**src/rtl/gcr_pkg.sv**
```systemverilog
package gcr_pkg;
   // smallest legal bus width (pure clock, no counter bits)
   localparam int GCR_MIN_WIDTH  = 2;
   // smallest synchronizer depth accepted
   localparam int GCR_MIN_STAGES = 2;
endpackage

```
**src/rtl/gcr_sync.sv**
```systemverilog
module gcr_sync #(
   parameter int WIDTH  = 4,
   parameter int STAGES = 2
) (
   input  logic             clk,
   input  logic             rst_n,
   input  logic [WIDTH-1:0] async_in,
   output logic [WIDTH-1:0] sync_out
);
   import gcr_pkg::*;

   localparam int LAST = STAGES - 1;

   generate
      if (STAGES < GCR_MIN_STAGES) begin : g_bad_stages
         $error("gcr_sync: STAGES below minimum");
      end
   endgenerate

   logic [WIDTH-1:0] chain [STAGES];

   generate
      for (genvar k = 0; k < STAGES; k++) begin : g_stage
         if (k == 0) begin : g_first
            always_ff @(posedge clk or negedge rst_n) begin
               if (!rst_n) chain[k] <= '0;
               else        chain[k] <= async_in;
            end
         end else begin : g_next
            always_ff @(posedge clk or negedge rst_n) begin
               if (!rst_n) chain[k] <= '0;
               else        chain[k] <= chain[k-1];
            end


            stage_shift_chk: assert property (@(posedge clk) disable iff (!rst_n)
               chain[k] == $past(chain[k-1]))
               else $error("synchronizer stage %0d did not shift", k);
         end
      end
   endgenerate

   assign sync_out = chain[LAST];
endmodule

```
**src/rtl/gcr_next.sv**
```systemverilog
module gcr_next #(
   parameter int WIDTH = 4
) (
   input  logic [WIDTH-1:0] gray_cur,
   output logic [WIDTH-1:0] gray_nxt,
   output logic [WIDTH-1:0] bin_nxt
);
   localparam int TOP = WIDTH - 1;

   logic [WIDTH-1:0] bin_cur;

   // Gray to binary: prefix XOR from the most significant bit down
   assign bin_cur[TOP] = gray_cur[TOP];
   generate
      for (genvar i = TOP - 1; i >= 0; i--) begin : g_g2b
         assign bin_cur[i] = bin_cur[i+1] ^ gray_cur[i];
      end
   endgenerate

   // increment; wraps naturally at the all-ones value
   assign bin_nxt = bin_cur + WIDTH'(1);

   // binary back to Gray
   assign gray_nxt[TOP] = bin_nxt[TOP];
   generate
      for (genvar i = 0; i < TOP; i++) begin : g_b2g
         assign gray_nxt[i] = bin_nxt[i+1] ^ bin_nxt[i];
      end
   endgenerate


   one_bit_apart_chk: assert final ($countones(gray_nxt ^ gray_cur) == 1)
      else $error("next Gray code is not one bit away");
endmodule

```
**src/rtl/gcr_track.sv**
```systemverilog
module gcr_track #(
   parameter int WIDTH = 4
) (
   input  logic             clk,
   input  logic             rst_n,
   input  logic [WIDTH-1:0] bus_word,
   input  logic [WIDTH-1:0] gray_nxt,
   input  logic [WIDTH-1:0] bin_nxt,
   output logic [WIDTH-1:0] gray_q,
   output logic [WIDTH-1:0] bin_q,
   output logic             step_q
);
   logic hit;

   assign hit = (bus_word == gray_nxt);

   always_ff @(posedge clk or negedge rst_n) begin
      if (!rst_n) begin
         gray_q <= '0;
         bin_q  <= '0;
         step_q <= 1'b0;
      end else begin
         step_q <= hit;
         if (hit) begin
            gray_q <= gray_nxt;
            bin_q  <= bin_nxt;
         end
      end
   end


   hold_on_miss_chk: assert property (@(posedge clk) disable iff (!rst_n)
      !hit |=> $stable(gray_q) && $stable(bin_q))
      else $error("state moved without a match");


   change_has_step_chk: assert property (@(posedge clk) disable iff (!rst_n)
      (bin_q != $past(bin_q)) |-> step_q)
      else $error("count changed without a step pulse");


   step_increments_chk: assert property (@(posedge clk) disable iff (!rst_n)
      step_q |-> (bin_q == WIDTH'($past(bin_q) + 1'b1)))
      else $error("step did not advance the count by one");


   gray_single_flip_chk: assert property (@(posedge clk) disable iff (!rst_n)
      step_q |-> ($countones(gray_q ^ $past(gray_q)) == 1))
      else $error("accepted code differs in more than one bit");


   gray_bin_agree_chk: assert property (@(posedge clk) disable iff (!rst_n)
      gray_q == (bin_q ^ (bin_q >> 1)))
      else $error("held Gray code and binary count disagree");


   step_not_back_to_back_chk: assert property (@(posedge clk) disable iff (!rst_n)
      step_q |=> !step_q)
      else $error("two accepted steps in adjacent cycles");
endmodule

```
**src/rtl/gray_clock_rx.sv**
```systemverilog
module gray_clock_rx #(
   parameter int WIDTH       = 4,
   parameter int SYNC_STAGES = 2
) (
   input  logic             clk,
   input  logic             rst_n,
   input  logic [WIDTH-1:0] bus_gray,
   output logic [WIDTH-1:0] count_bin,
   output logic             bus_clk,
   output logic             step
);
   import gcr_pkg::*;

   generate
      if (WIDTH < GCR_MIN_WIDTH) begin : g_bad_width
         $error("gray_clock_rx: WIDTH below minimum");
      end
   endgenerate

   logic [WIDTH-1:0] bus_sync;
   logic [WIDTH-1:0] gray_hold;
   logic [WIDTH-1:0] gray_exp;
   logic [WIDTH-1:0] bin_exp;

   gcr_sync #(.WIDTH(WIDTH), .STAGES(SYNC_STAGES)) u_sync (
      .clk      (clk),
      .rst_n    (rst_n),
      .async_in (bus_gray),
      .sync_out (bus_sync)
   );

   gcr_next #(.WIDTH(WIDTH)) u_next (
      .gray_cur (gray_hold),
      .gray_nxt (gray_exp),
      .bin_nxt  (bin_exp)
   );

   gcr_track #(.WIDTH(WIDTH)) u_track (
      .clk      (clk),
      .rst_n    (rst_n),
      .bus_word (bus_sync),
      .gray_nxt (gray_exp),
      .bin_nxt  (bin_exp),
      .gray_q   (gray_hold),
      .bin_q    (count_bin),
      .step_q   (step)
   );

   assign bus_clk = count_bin[0];


   reset_zero_chk: assert property (@(posedge clk)
      !rst_n |=> (count_bin == '0) || !rst_n)
      else $error("count not zero after reset");
endmodule

```
**config.mk**
```make
export PLATFORM = sky130hd
export DESIGN_NAME = gray_clock_rx
export DESIGN_NICKNAME = d
export VERILOG_FILES = /design/src/rtl/gcr_pkg.sv /design/src/rtl/gcr_sync.sv /design/src/rtl/gcr_next.sv /design/src/rtl/gcr_track.sv /design/src/rtl/gray_clock_rx.sv
export SDC_FILE = /design/constraint.sdc
export NUM_CORES = 1
export LEC_CHECK = 0
export ABC_AREA = 1
export BUFFER_PORTS_ARGS = -buffer_cell sky130_fd_sc_hd__buf_2
export CORE_MARGIN = 8
export CORE_UTILIZATION = 36
export DETAILED_ROUTE_END_ITERATION = 8
export SETUP_SLACK_MARGIN = 0.4
export SLEW_MARGIN = 10
export SYNTH_ARGS = -nofsm -noshare
export SYNTH_HDL_FRONTEND = slang
export SYNTH_SLANG_ARGS = --single-unit
```
**constraint.sdc**
```tcl
create_clock -name clk -period 1.75 [get_ports clk]
set_input_delay 0.175 -clock clk [delete_from_list [all_inputs] [get_ports clk]]
set_output_delay 0.175 -clock clk [all_outputs]
set_load 0.1 [all_outputs]
```
; ---- Word level (Yosys, flattened, before mapping)
; Cells that the tools add are included.
[word_totals]
regBits = 17
inputBits = 6
out_inout_bits = 6
elab_cells = 13
[op_classes]
addsub = 1
n_eq_ne = 1
n_bitwise = 6
[ops]
columns = operator, count
row1 = $xor A1 B1 Y1, 6
row2 = $add A4 B1 Y4 const B, 1
row3 = $eq A4 B4 Y1, 1

; ---- Logic depth before layout (Yosys ltp)
; Gate-level depths: netlist of the first run.
[depth]
depth_word = 6
depth_mapped = 14
ltp_nobuf = 14

; ---- By module
; A second synthesis of the first run with hierarchy kept.
[unflattened]
hier_cells = 105
hier_area_um2 = 878.3
[by_module_without_submodules]
columns = mod, n_inst, cells_each, area_each_um2, seq_area_each_um2
row1 = gcr_track, 1, 57, 465.4, 225.2
row2 = gcr_sync, 1, 12, 230.2, 200.2
row3 = gcr_next, 1, 35, 175.2, 0.0
row4 = gray_clock_rx, 1, 1, 7.5, 0.0

; ---- Least setup slack after synthesis of the first run
; No wires, ideal clock.
[synth_timing]
path_kind = reg-to-reg
start = register u_track.bin_q[3] (netlist name)
end = register u_track.bin_q[0]
setup_ns = 0.122
arrival_ns = 1.780
t_required_ns = 1.628
slack_ns = -0.152
path_stages_with_launch = 15
path_buffers = 0
synth_period_minus_slack_ns = 1.902
path_cell_list = dfrtp_1 > inv_2 > nand2_1 > nand2_1 > ha_1 > inv_1 > nand2_1 > nand2_2 > nand3_1 > nand3_2 > nand2_4 > nor2_8 > nand3_4 > nand2_1 > nand2_1
[synth_rtl]
columns = element, line_no
row1 = to (signal assigned), gcr_track.sv:26  ; bin_q <= bin_nxt;
row2 = to (decl), gcr_track.sv:10  ; output logic [WIDTH-1:0] bin_q,

; ---- Worst setup path in the final report of the first run
[layout_timing]
start = register u_track.gray_q[2]
end = register u_track.bin_q[1]
[layout_between]
elab_chain_cells = 6
elab_cells_between_ends = 8
cone_classes = add/sub: 1 / eq/ne: 1 / bitwise: 6
[layout_rtl]
columns = element, line_no
row1 = from (decl), gcr_track.sv:9  ; output logic [WIDTH-1:0] gray_q,
row2 = from (signal assigned), gcr_track.sv:25  ; gray_q <= gray_nxt;
row3 = $xor A1 B1 Y1 (*) (2 in a row), gcr_next.sv:16  ; assign bin_cur[i] = bin_cur[i+1] ^ gray_cur[i];
row4 = $xor A1 B1 Y1, gcr_next.sv:16
row5 = $add A4 B1 Y4 (*), gcr_next.sv:21  ; assign bin_nxt = bin_cur + WIDTH'(1);
row6 = $xor A1 B1 Y1 (*), gcr_next.sv:27  ; assign gray_nxt[i] = bin_nxt[i+1] ^ bin_nxt[i];
row7 = net gray_exp[0], gray_clock_rx.sv:22  ; logic [WIDTH-1:0] gray_exp;
row8 = $eq A4 B4 Y1 (*), gcr_track.sv:15  ; assign hit = (bus_word == gray_nxt);
; Mark *: on every way through the listed nets, which the timed path passes. The rest lies on a longest branch.
; A chain may end at the register's enable or synchronous reset.

==> out/qor.yml, run 1 <==
synth_cell_type_count: 14
yosys_register_bits: 16
grt_use_total_pct: 10.3
violations: "negative setup slack"
synth-simple-area-share_pct: 42.3
fin_skew_ns: 0.00130
yosys.area.top_type: "dfrtp_1"
max_freq_ghz: 0.543
cts-htree-levels: 1
slew_headroom_pct: 67.7
ant_nets: 0
first_pass_iters: 4
drtIter0Drc: 7
critPathArrivalTime_ns: 2.04
fill_cells: 185
cts_sinks: 16
die_area_mm2: 0.00407
cp_cell_sequence: "inv_2 -> nand2_2 -> nand2_2 -> ha_4 -> inv_2 -> nand2_2 -> nand3_4 -> nand2_4 -> nand3_4 -> nand2_4 -> nor2_8 -> buf_4 -> nand3_1 -> nand2_1"
drc: 0
fp.coreArea_mm2: 0.00219
cts_tree: "yes"
critPathMaxStageDelay_ns: 0.42
grt_pass1_vias: 780
die_h_um: 63.8
synth_top_family_by_area: "simple AND/OR/NAND/NOR gates"
routed_wl_mm: 1.93
gp_congestion: 0.805
synth_compound_area_share_pct: 0
antenna_found_initial: 0
period_share_pct: 105
n_antenna_cell: 0
critical_path.max_fanout: 5
final_hold_viol_count: 0
yosys-mux-area-fraction_pct: 0
critPathSlowestCell: "dfrtp_1"
port-buffer-count: 11
synth_nets: 98
cpMostUsedCell: "nand2_2"
cap_violations: 0
setup_violations: 8
worstPathRequired_ns: 1.95
end_kind: "flip-flop"
drive_gt1_share_pct: 57.9
crit_type: "flip-flop to flip-flop"
overflow: 0
synth_area_um2: 822
critical_path_buf_inv_count: 3
crit_family: "simple AND/OR/NAND/NOR gates"
r2r_cells: 14
fin_ws_ns: -0.0904
hold_class: "primary input to asynchronous set/reset pin"
cts_buffers: 3
pre_cts_ws_ns: -0.141
period_needed_ns: 1.84
yosys.area.top_type_share_pct: 48.7
rows: 17
rsz0062_at_grt: "true"
io_pins: 12
yosysSeqAreaShare_pct: 48.7
initial_core_util_pct: 37.5
num_vias: 721
rr_startpoint: "u_track.gray_q[2]$_DFFE_PN0N_"
nets: 134
synth_fa_ha_area_share_pct: 1.52
synthTopCellsByArea: "dfrtp_1, nand2_1, nand3_1"
syn_to_final_growth_pct: 53.4
cts_root_buf: "clkbuf_4"
clock_latency_ns: 0.30
yosys.area_share.xor_xnor_pct: 1.07
clkTransAtPathRegs_ns: 0.09
avgSynthCellArea_um2: 9.03
worst_r2r_endpoint: "u_track.bin_q[1]$_DFFE_PN0N_"
avgViaCountPerCell: 4.68
worst_pin_slew_ns: 0.488
reg2reg_slack_ns: -0.09
dp_hpwl_mm: 1.29
crit_cells: 14
grt_pass1_wl_mm: 3.33
wl_per_cell_um: 12.6
die_x_um: 63.8
grt_max_degree: 17
startpoint_type: "flip-flop"
status: "complete, but fails checks"
yosys_warnings: 0
drv_slew: 0
synthCells: 91
clock_path_buffers: 2
[sequential cells by signal (all words and copies together), names as in the netlist]
register / count
u_sync.sync_out: 4
u_track.step_q: 1
u_sync.chain: 4
u_track.gray_q: 3
u_track.bin_q: 4
[worst max-delay path by stage]
| stage | from | slack (ns) | endpoint |
|---|---|---|---|
| 6_report | u_track.gray_q[2]$_DFFE_PN0N_ | -0.09 | u_track.bin_q[1]$_DFFE_PN0N_ |
| 2_1_floorplan | u_track.bin_q[3]$_DFFE_PN0N_ | -0.04 | u_track.bin_q[1]$_DFFE_PN0N_ |
| 5_1_grt | u_track.gray_q[2]$_DFFE_PN0N_ | -0.20 | u_track.bin_q[2]$_DFFE_PN0N_ |
| 3_5_place_dp | u_track.gray_q[2]$_DFFE_PN0N_ | -0.14 | u_track.bin_q[3]$_DFFE_PN0N_ |
| 4_1_cts | u_track.bin_q[3]$_DFFE_PN0N_ | -0.09 | u_track.bin_q[3]$_DFFE_PN0N_ |
| 3_3_place_gp | u_track.gray_q[2]$_DFFE_PN0N_ | -0.09 | u_track.bin_q[3]$_DFFE_PN0N_ |
[cell type report]
cell class | count | area, µm² | share of cell area, %
Tap cell | 28 | 35.0 | 2.78
Multi-Input combinational cell | 63 | 514 | 40.8
Timing Repair Buffer | 33 | 235 | 18.7
Sequential cell | 16 | 403 | 31.9
Inverter | 10 | 37.5 | 2.98
Clock buffer | 4 | 36.3 | 2.88
[worst reg2reg max path: stages (launching register included)]
cell	delay, ns
dfrtp_1	0.42
inv_2	0.06
nand2_2	0.07
nand2_2	0.06
ha_4	0.30
inv_2	0.05
nand2_2	0.07
nand3_4	0.10
nand2_4	0.11
nand3_4	0.08
nand2_4	0.10
nor2_8	0.04
buf_4	0.14
nand3_1	0.08
nand2_1	0.06
[cells in the mapped netlist]
cell type	number
buf_4	2
dfrtp_1	16
ha_1	1
inv_1	8
inv_2	2
nand2_1	31
nand2_2	3
nand2_4	1
nand3_1	16
nand3_2	6
nand3_4	2
nand4_1	1
nor2_8	1
xnor2_1	1
[layout by cell type (no fill, tap or decap), types with 6 or more instances in the layout]
cell     count
buf_4       18
inv_1        6
dfrtp_1     14
nand3_2     10
nand2_1     19
buf_2       10
nand3_4      7
nand2_2     11
nand3_1      7
[stage by stage]
| step | utilization [%] | hold slack (ns) | cell area (µm²) | cells | setup TNS [ns] |
|---|---|---|---|---|---|
| 2_1_floorplan | - | -0.121 | 857 | 91 | -0.218 |
| 3_3_place_gp | 46.3 | 0.102 | 1010 | 139 | -0.517 |
| 3_5_place_dp | 46.3 | 0.108 | 1010 | 139 | -0.897 |
| 4_1_cts | 54.9 | 0.316 | 1200 | 153 | -0.455 |
| 5_1_grt | 57.6 | 0.348 | 1260 | 154 | -1.47 |
| 6_report | 57.6 | 0.306 | 1260 | 154 | -0.546 |
[logic make-up after synthesis]
group,Yosys count
xor+xnor,1
fa+ha+maj,1
buf+inv,12
flops,16
simple gates,61
[per-layer routing]
metal / part of all wire [%] / global-route usage (%) / wire length, µm
met1: 41 / 10.9 / 802
met2: 52 / 17.7 / 1010
met3: 3.7 / 2.79 / 71
met4: 2.4 / 6.69 / 47
met5: 0 / 0 / 0
[repair_timing]
item	4_1_cts	5_1_grt
endpoints found under the setup margin	8	8
setup buffers	5	1
hold endpoints to repair	20	0
hold buffers	5	0
gates cloned	0	0
gates resized for setup	15	11
pin swaps	13	10
Power of run 1 is left out: the tool's default activity adds up to more than one toggle a clock period on the data nets, which glitch-free logic cannot reach.
==> run 2: changes to the inputs <==
==> constraint.sdc (replaced) <==
create_clock -name clk -period 1.75 [get_ports clk]
set_input_delay 0.35 -clock clk [delete_from_list [all_inputs] [get_ports clk]]
set_output_delay 0.35 -clock clk [all_outputs]
set_load 0.1 [all_outputs]
==> run 2 against run 1 <==
Effect of this change:
- the flow still finishes with violations (negative setup slack)
- hold slack got worse by 0.14 ns
- worst setup slack got worse by 0.0032 ns
- final area shrank 2.6%
- critical path depth is the same
- routed wire length fell by 2.5%
- first-iteration DRC count rose by 86%
- final cell count is 3.2% lower
- largest cell class unchanged
- highest routed layer unchanged
==> out/qor.yml, run 2 (synthesis gave the netlist of run 1 again) <==
status: "complete, but fails checks"
violations: "negative setup slack"
mostFrequentLayoutCells: "nand2_1, buf_4, dfrtp_1"
grt_use_total_pct: 9.76  # -0.55 points
critPathMaxStageDelay_ns: 0.45  # +0.03 ns
overflow: 0  # unchanged
fin_tns_setup_ns: -0.624  # -0.0773 ns
crit_type: "flip-flop to flip-flop"
grt_pass1_wl_mm: 3.19  # -3.9%
cp_cell_sequence: "inv_2 -> nand2_2 -> nand2_2 -> ha_4 -> inv_2 -> nand2_2 -> nand2_4 -> nand3_4 -> nand3_4 -> nand2_4 -> nor2_8 -> nand3_4 -> nand2_2 -> nand2_1"
die_x_um: 63.8  # unchanged
die_area_mm2: 0.00407  # unchanged
drv_slew: 0  # unchanged
routed_wl_mm: 1.89  # -2.5%
final_common_cell: "nand2_1"
grtUsageMet2_pct: 16.7  # -1.0 points
avgViaCountPerCell: 4.72  # +0.78%
setup_violations: 9  # +1
dp_hpwl_mm: 1.32  # +2.4%
drive_gt1_share_pct: 57.0  # -0.91 points
period_share_pct: 105  # +0.18 points
grt.busiest_layer: "met2"
rsz0062_at_grt: "true"
fin_skew_ns: 0.00507  # +0.00377 ns
critPathSlowestCell: "dfrtp_2"
cts_buffers: 3  # unchanged
syn_to_final_growth_pct: 49.5
drc: 0  # unchanged
n_antenna_cell: 0  # unchanged
end_kind: "flip-flop"
use_met1_pct: 10.7  # -0.13 points
fin_ws_ns: -0.0936  # -0.00321 ns
cts-htree-levels: 1  # unchanged
port-buffer-count: 11  # unchanged
drtIter0Drc: 13  # +6
cts_root_buf: "clkbuf_4"
slew_headroom_pct: 77.2  # +9.6 points
die_h_um: 63.8  # unchanged
rows: 17  # unchanged
max_freq_ghz: 0.542  # -0.17%
cts_tree: "yes"
first_pass_iters: 4  # unchanged
critical_path_buf_inv_count: 2  # -1
ant_nets: 0  # unchanged
grt_pass1_vias: 737  # -5.5%
grt_max_degree: 17  # unchanged
io_pins: 12  # unchanged
worstPathRequired_ns: 1.93  # -0.02 ns
startpoint_type: "flip-flop"
initial_core_util_pct: 37.5  # unchanged
final_hold_viol_count: 0  # unchanged
num_vias: 703  # -2.5%
fill_cells: 192  # +3.8%
nets: 129  # -3.7%
fp.coreArea_mm2: 0.00219  # unchanged
cpMostUsedCell: "nand2_2"
cts_sinks: 16  # unchanged
final_util_pct: 56.1  # -1.5 points
period_needed_ns: 1.84  # +0.00321 ns
clock_path_buffers: 2  # unchanged
wl_per_cell_um: 12.7  # +0.79%
grt.met3_usage_pct: 2.09  # -0.70 points
gp_congestion: 0.852  # +5.8%
worst_pin_slew_ns: 0.341  # -0.147 ns
clock_latency_ns: 0.28  # -0.02 ns
clkTransAtPathRegs_ns: 0.09  # about the same
crit_family: "simple AND/OR/NAND/NOR gates"
critPathArrivalTime_ns: 2.03  # about the same
hold_class: "primary input to flip-flop"
antenna_found_initial: 0  # unchanged
cap_violations: 0  # unchanged
critical_path.max_fanout: 8  # +3
[run 2: changes by cell type in the layout (fill, tap and decap cells not counted), sizes merged]
cell / delta
buf: -1
dlygate4sd3: -4
[run 2: layout make-up]
cell class                 count  area (µm²)  share of cell area (%)
clock buffer                   4        36.3                    2.95
sequential                    16         405                    33.0
tap                           28        35.0                    2.85
timing repair buffer          28         240                    19.6
multi-input combinational     63         474                    38.6
inverter                      10        37.5                    3.05
[run 2: final timing paths]
| kind | start | to | slack, ns | cells after the start |
|---|---|---|---|---|
| max in group asynchronous | rst_n | u_track.bin_q[0]$_DFFE_PN0N_ | 0.98 | 2 |
| worst max-delay path | u_track.bin_q[3]$_DFFE_PN0N_ | u_track.gray_q[2]$_DFFE_PN0N_ | -0.09 | 14 |
| min in group asynchronous | rst_n | u_track.bin_q[0]$_DFFE_PN0N_ | 0.49 | 2 |
| worst min-delay path | bus_gray[2] | u_sync.chain[6]$_DFF_PN0_ | 0.16 | 1 |
| worst min register to register | u_sync.chain[5]$_DFF_PN0_ | u_sync.sync_out[1]$_DFF_PN0_ | 0.36 | 0 |
| worst max register to register | u_track.bin_q[3]$_DFFE_PN0N_ | u_track.gray_q[2]$_DFFE_PN0N_ | -0.09 | 14 |
[run 2: per-stage QoR]
step	hold WS (ns)	area, µm²	setup slack [ns]	cells
after detailed placement	0.278	1020	-0.114	138
final	0.165	1230	-0.0936	149
after global placement	0.272	1020	-0.0809	138
after global routing	0.148	1230	-0.193	149
after floorplan	0.0544	860	-0.0409	91
after CTS	0.157	1190	-0.0603	145
[run 2: repair_timing]
item,CTS,global route
pin swaps,6,2
endpoints found under the setup margin,14,9
endpoints found under the hold margin,16,0
gates resized for setup,28,3
hold buffers,1,0
buffers inserted,2,4
[run 2: metal layers]
| metal | share of wire [%] | vias to the layer above |
|---|---|---|
| li1 | - | 352 |
| met1 | 41 | 336 |
| met2 | 54 | 13 |
| met3 | 3.8 | 2 |
| met4 | 0.90 | 0 |
| met5 | 0 | - |
Power of run 2 is left out for the same reason.
==> run 3: changes to the inputs <==
--- a/config.mk
+++ b/config.mk
@@ -9,6 +9,7 @@
 export BUFFER_PORTS_ARGS = -buffer_cell sky130_fd_sc_hd__buf_2
 export CORE_MARGIN = 8
 export CORE_UTILIZATION = 36
+export CTS_BUF_LIST = sky130_fd_sc_hd__clkbuf_4
 export DETAILED_ROUTE_END_ITERATION = 8
 export SETUP_SLACK_MARGIN = 0.4
 export SLEW_MARGIN = 10
==> run 3 against run 2 <==
Effect of this change:
- global-route usage decreased by 0.11 points
- final area decreased by 0.31%
- sequential cell count did not move
- register-to-register slack better by 0.02 ns
- the flow still finishes with violations (negative setup slack)
==> out/qor.yml, run 3 (synthesis gave the netlist of run 1 again) <==
wl_per_cell_um: 12.4  # -2.1%
fp.coreArea_mm2: 0.00219  # unchanged
cts_root_buf: "clkbuf_4"
grt_pass1_wl_mm: 3.19  # -0.22%
critPathArrivalTime_ns: 2.00  # -0.03 ns
initial_core_util_pct: 37.5  # unchanged
critical_path.max_fanout: 8  # unchanged
fin_ws_ns: -0.0721  # +0.0215 ns
cts_sinks: 16  # unchanged
rsz0062_at_grt: "true"
clock_latency_ns: 0.28  # about the same
status: "complete, but fails checks"
cap_violations: 0  # unchanged
antenna_found_initial: 0  # unchanged
rows: 17  # unchanged
slew_headroom_pct: 76.4  # -0.82 points
pre_cts_ws_ns: -0.114  # unchanged
io_pins: 12  # unchanged
drv_slew: 0  # unchanged
worst_pin_slew_ns: 0.354  # +0.0123 ns
multi_input_area_um2: 464  # -2.1%
dp_hpwl_mm: 1.32  # unchanged
drive_gt1_share_pct: 55.7  # -1.3 points
cts_buffers: 3  # unchanged
ant_nets: 0  # unchanged
routed_wl_mm: 1.86  # -1.4%
nets: 130  # +0.78%
cp_cell_sequence: "inv_2 -> nand2_2 -> nand2_2 -> ha_4 -> inv_2 -> nand2_2 -> nand2_4 -> nand3_4 -> nand3_4 -> nand2_4 -> nor2_8 -> nand3_4 -> nand2_2 -> nand2_1"
first_pass_iters: 4  # unchanged
seq_area_um2: 405  # unchanged
avgViaCountPerCell: 4.79  # +1.5%
violations: "negative setup slack"
overflow: 0  # unchanged
die_h_um: 63.8  # unchanged
period_share_pct: 104  # -1.2 points
crit_type: "flip-flop to flip-flop"
die_area_mm2: 0.00407  # unchanged
grt_max_degree: 17  # unchanged
critPathMaxStageDelay_ns: 0.41  # -0.04 ns
clock_path_buffers: 2  # unchanged
drc: 0  # unchanged
grt_pass1_vias: 745  # +1.1%
cts_tree: "yes"
num_vias: 718  # +2.1%
crit_family: "simple AND/OR/NAND/NOR gates"
worst_hold_slack_ns: 0.169  # +0.00462 ns
drtIter0Drc: 2  # -11
die_x_um: 63.8  # unchanged
final_common_cell: "nand2_1"
fin_skew_ns: 0.00424  # -0.000826 ns
final_hold_viol_count: 0  # unchanged
syn_to_final_growth_pct: 49.0
critPathSlowestCell: "dfrtp_1"
mostFrequentLayoutCells: "nand2_1, buf_4, dfrtp_1"
cts-htree-levels: 1  # unchanged
worstPathRequired_ns: 1.93  # about the same
startpoint_type: "flip-flop"
clkTransAtPathRegs_ns: 0.09  # about the same
hold_class: "primary input to flip-flop"
gp_congestion: 0.852  # unchanged
period_needed_ns: 1.82  # -0.0215 ns
end_kind: "flip-flop"
n_antenna_cell: 0  # unchanged
critical_path_buf_inv_count: 2  # unchanged
fill_cells: 189  # -1.6%
max_freq_ghz: 0.549  # +1.2%
setup_violations: 7  # -2
port-buffer-count: 11  # unchanged
grt_use_total_pct: 9.65  # -0.11 points
cpMostUsedCell: "nand2_2"
run 3: cell types whose count changed in the layout (fill, tap and decap cells not counted), sizes merged:
cell / delta
buf: +1
clkbuf: -1
clkinv: +1
run 3: metrics by stage:
step	TNS [ns]	util, %	cells	instance area, µm²
3_5_place_dp	-0.709	46.7	138	1020
4_1_cts	-0.352	54.5	149	1190
3_3_place_gp	-0.494	46.7	138	1020
2_1_floorplan	-0.213	-	91	860
6_report	-0.472	55.9	150	1220
5_1_grt	-1.42	55.9	150	1220
run 3: worst reg2reg max path, stage by stage (launching register included):
cell     delay (ns)
dfrtp_1        0.41
inv_2          0.05
nand2_2        0.06
nand2_2        0.07
ha_4           0.27
inv_2          0.07
nand2_2        0.06
nand2_4        0.09
nand3_4        0.10
nand3_4        0.08
nand2_4        0.07
nor2_8         0.11
nand3_4        0.13
nand2_2        0.10
nand2_1        0.05
run 3: metal layers:
| metal | routed length (µm) | vias up | share of wire, % | GRT usage [%] |
|---|---|---|---|---|
| met2 | 967 | 12 | 52 | 16.7 |
| li1 | - | 354 | - | - |
| met5 | 0 | - | 0 | 0 |
| met1 | 802 | 350 | 43 | 11.0 |
| met4 | 17 | 0 | 0.91 | 5.01 |
| met3 | 72 | 2 | 3.9 | 1.92 |
run 3: worst paths after layout:
path,start,end,slack (ns),depth (start not counted)
max,u_track.gray_q[2]$_DFFE_PN0N_,u_track.gray_q[2]$_DFFE_PN0N_,-0.07,14
min,bus_gray[2],u_sync.chain[6]$_DFF_PN0_,0.17,1
max reg2reg,u_track.gray_q[2]$_DFFE_PN0N_,u_track.gray_q[2]$_DFFE_PN0N_,-0.07,14
min reg2reg,u_sync.chain[5]$_DFF_PN0_,u_sync.sync_out[1]$_DFF_PN0_,0.36,0
max in group asynchronous,rst_n,u_track.bin_q[0]$_DFFE_PN0N_,0.96,2
min in group asynchronous,rst_n,u_track.bin_q[0]$_DFFE_PN0N_,0.50,2
run 3: layout make-up:
cell class              count  area share, %
clock inverters             1          0.306
inverters                  10           3.06
well taps                  28           2.86
clock buffers               3           1.84
repair buffers             29           20.9
multi-input cells          63           37.9
flip-flops and latches     16           33.1
run 3: repair_timing:
action | CTS | global route
gates resized for setup | 22 | 6
hold endpoints to repair | 16 | 0
setup endpoints to repair | 14 | 9
cloned | 0 | 0
buffers inserted | 6 | 1
hold buffers | 1 | 0
pin swaps | 4 | 3
Power of run 3 is left out for the same reason.
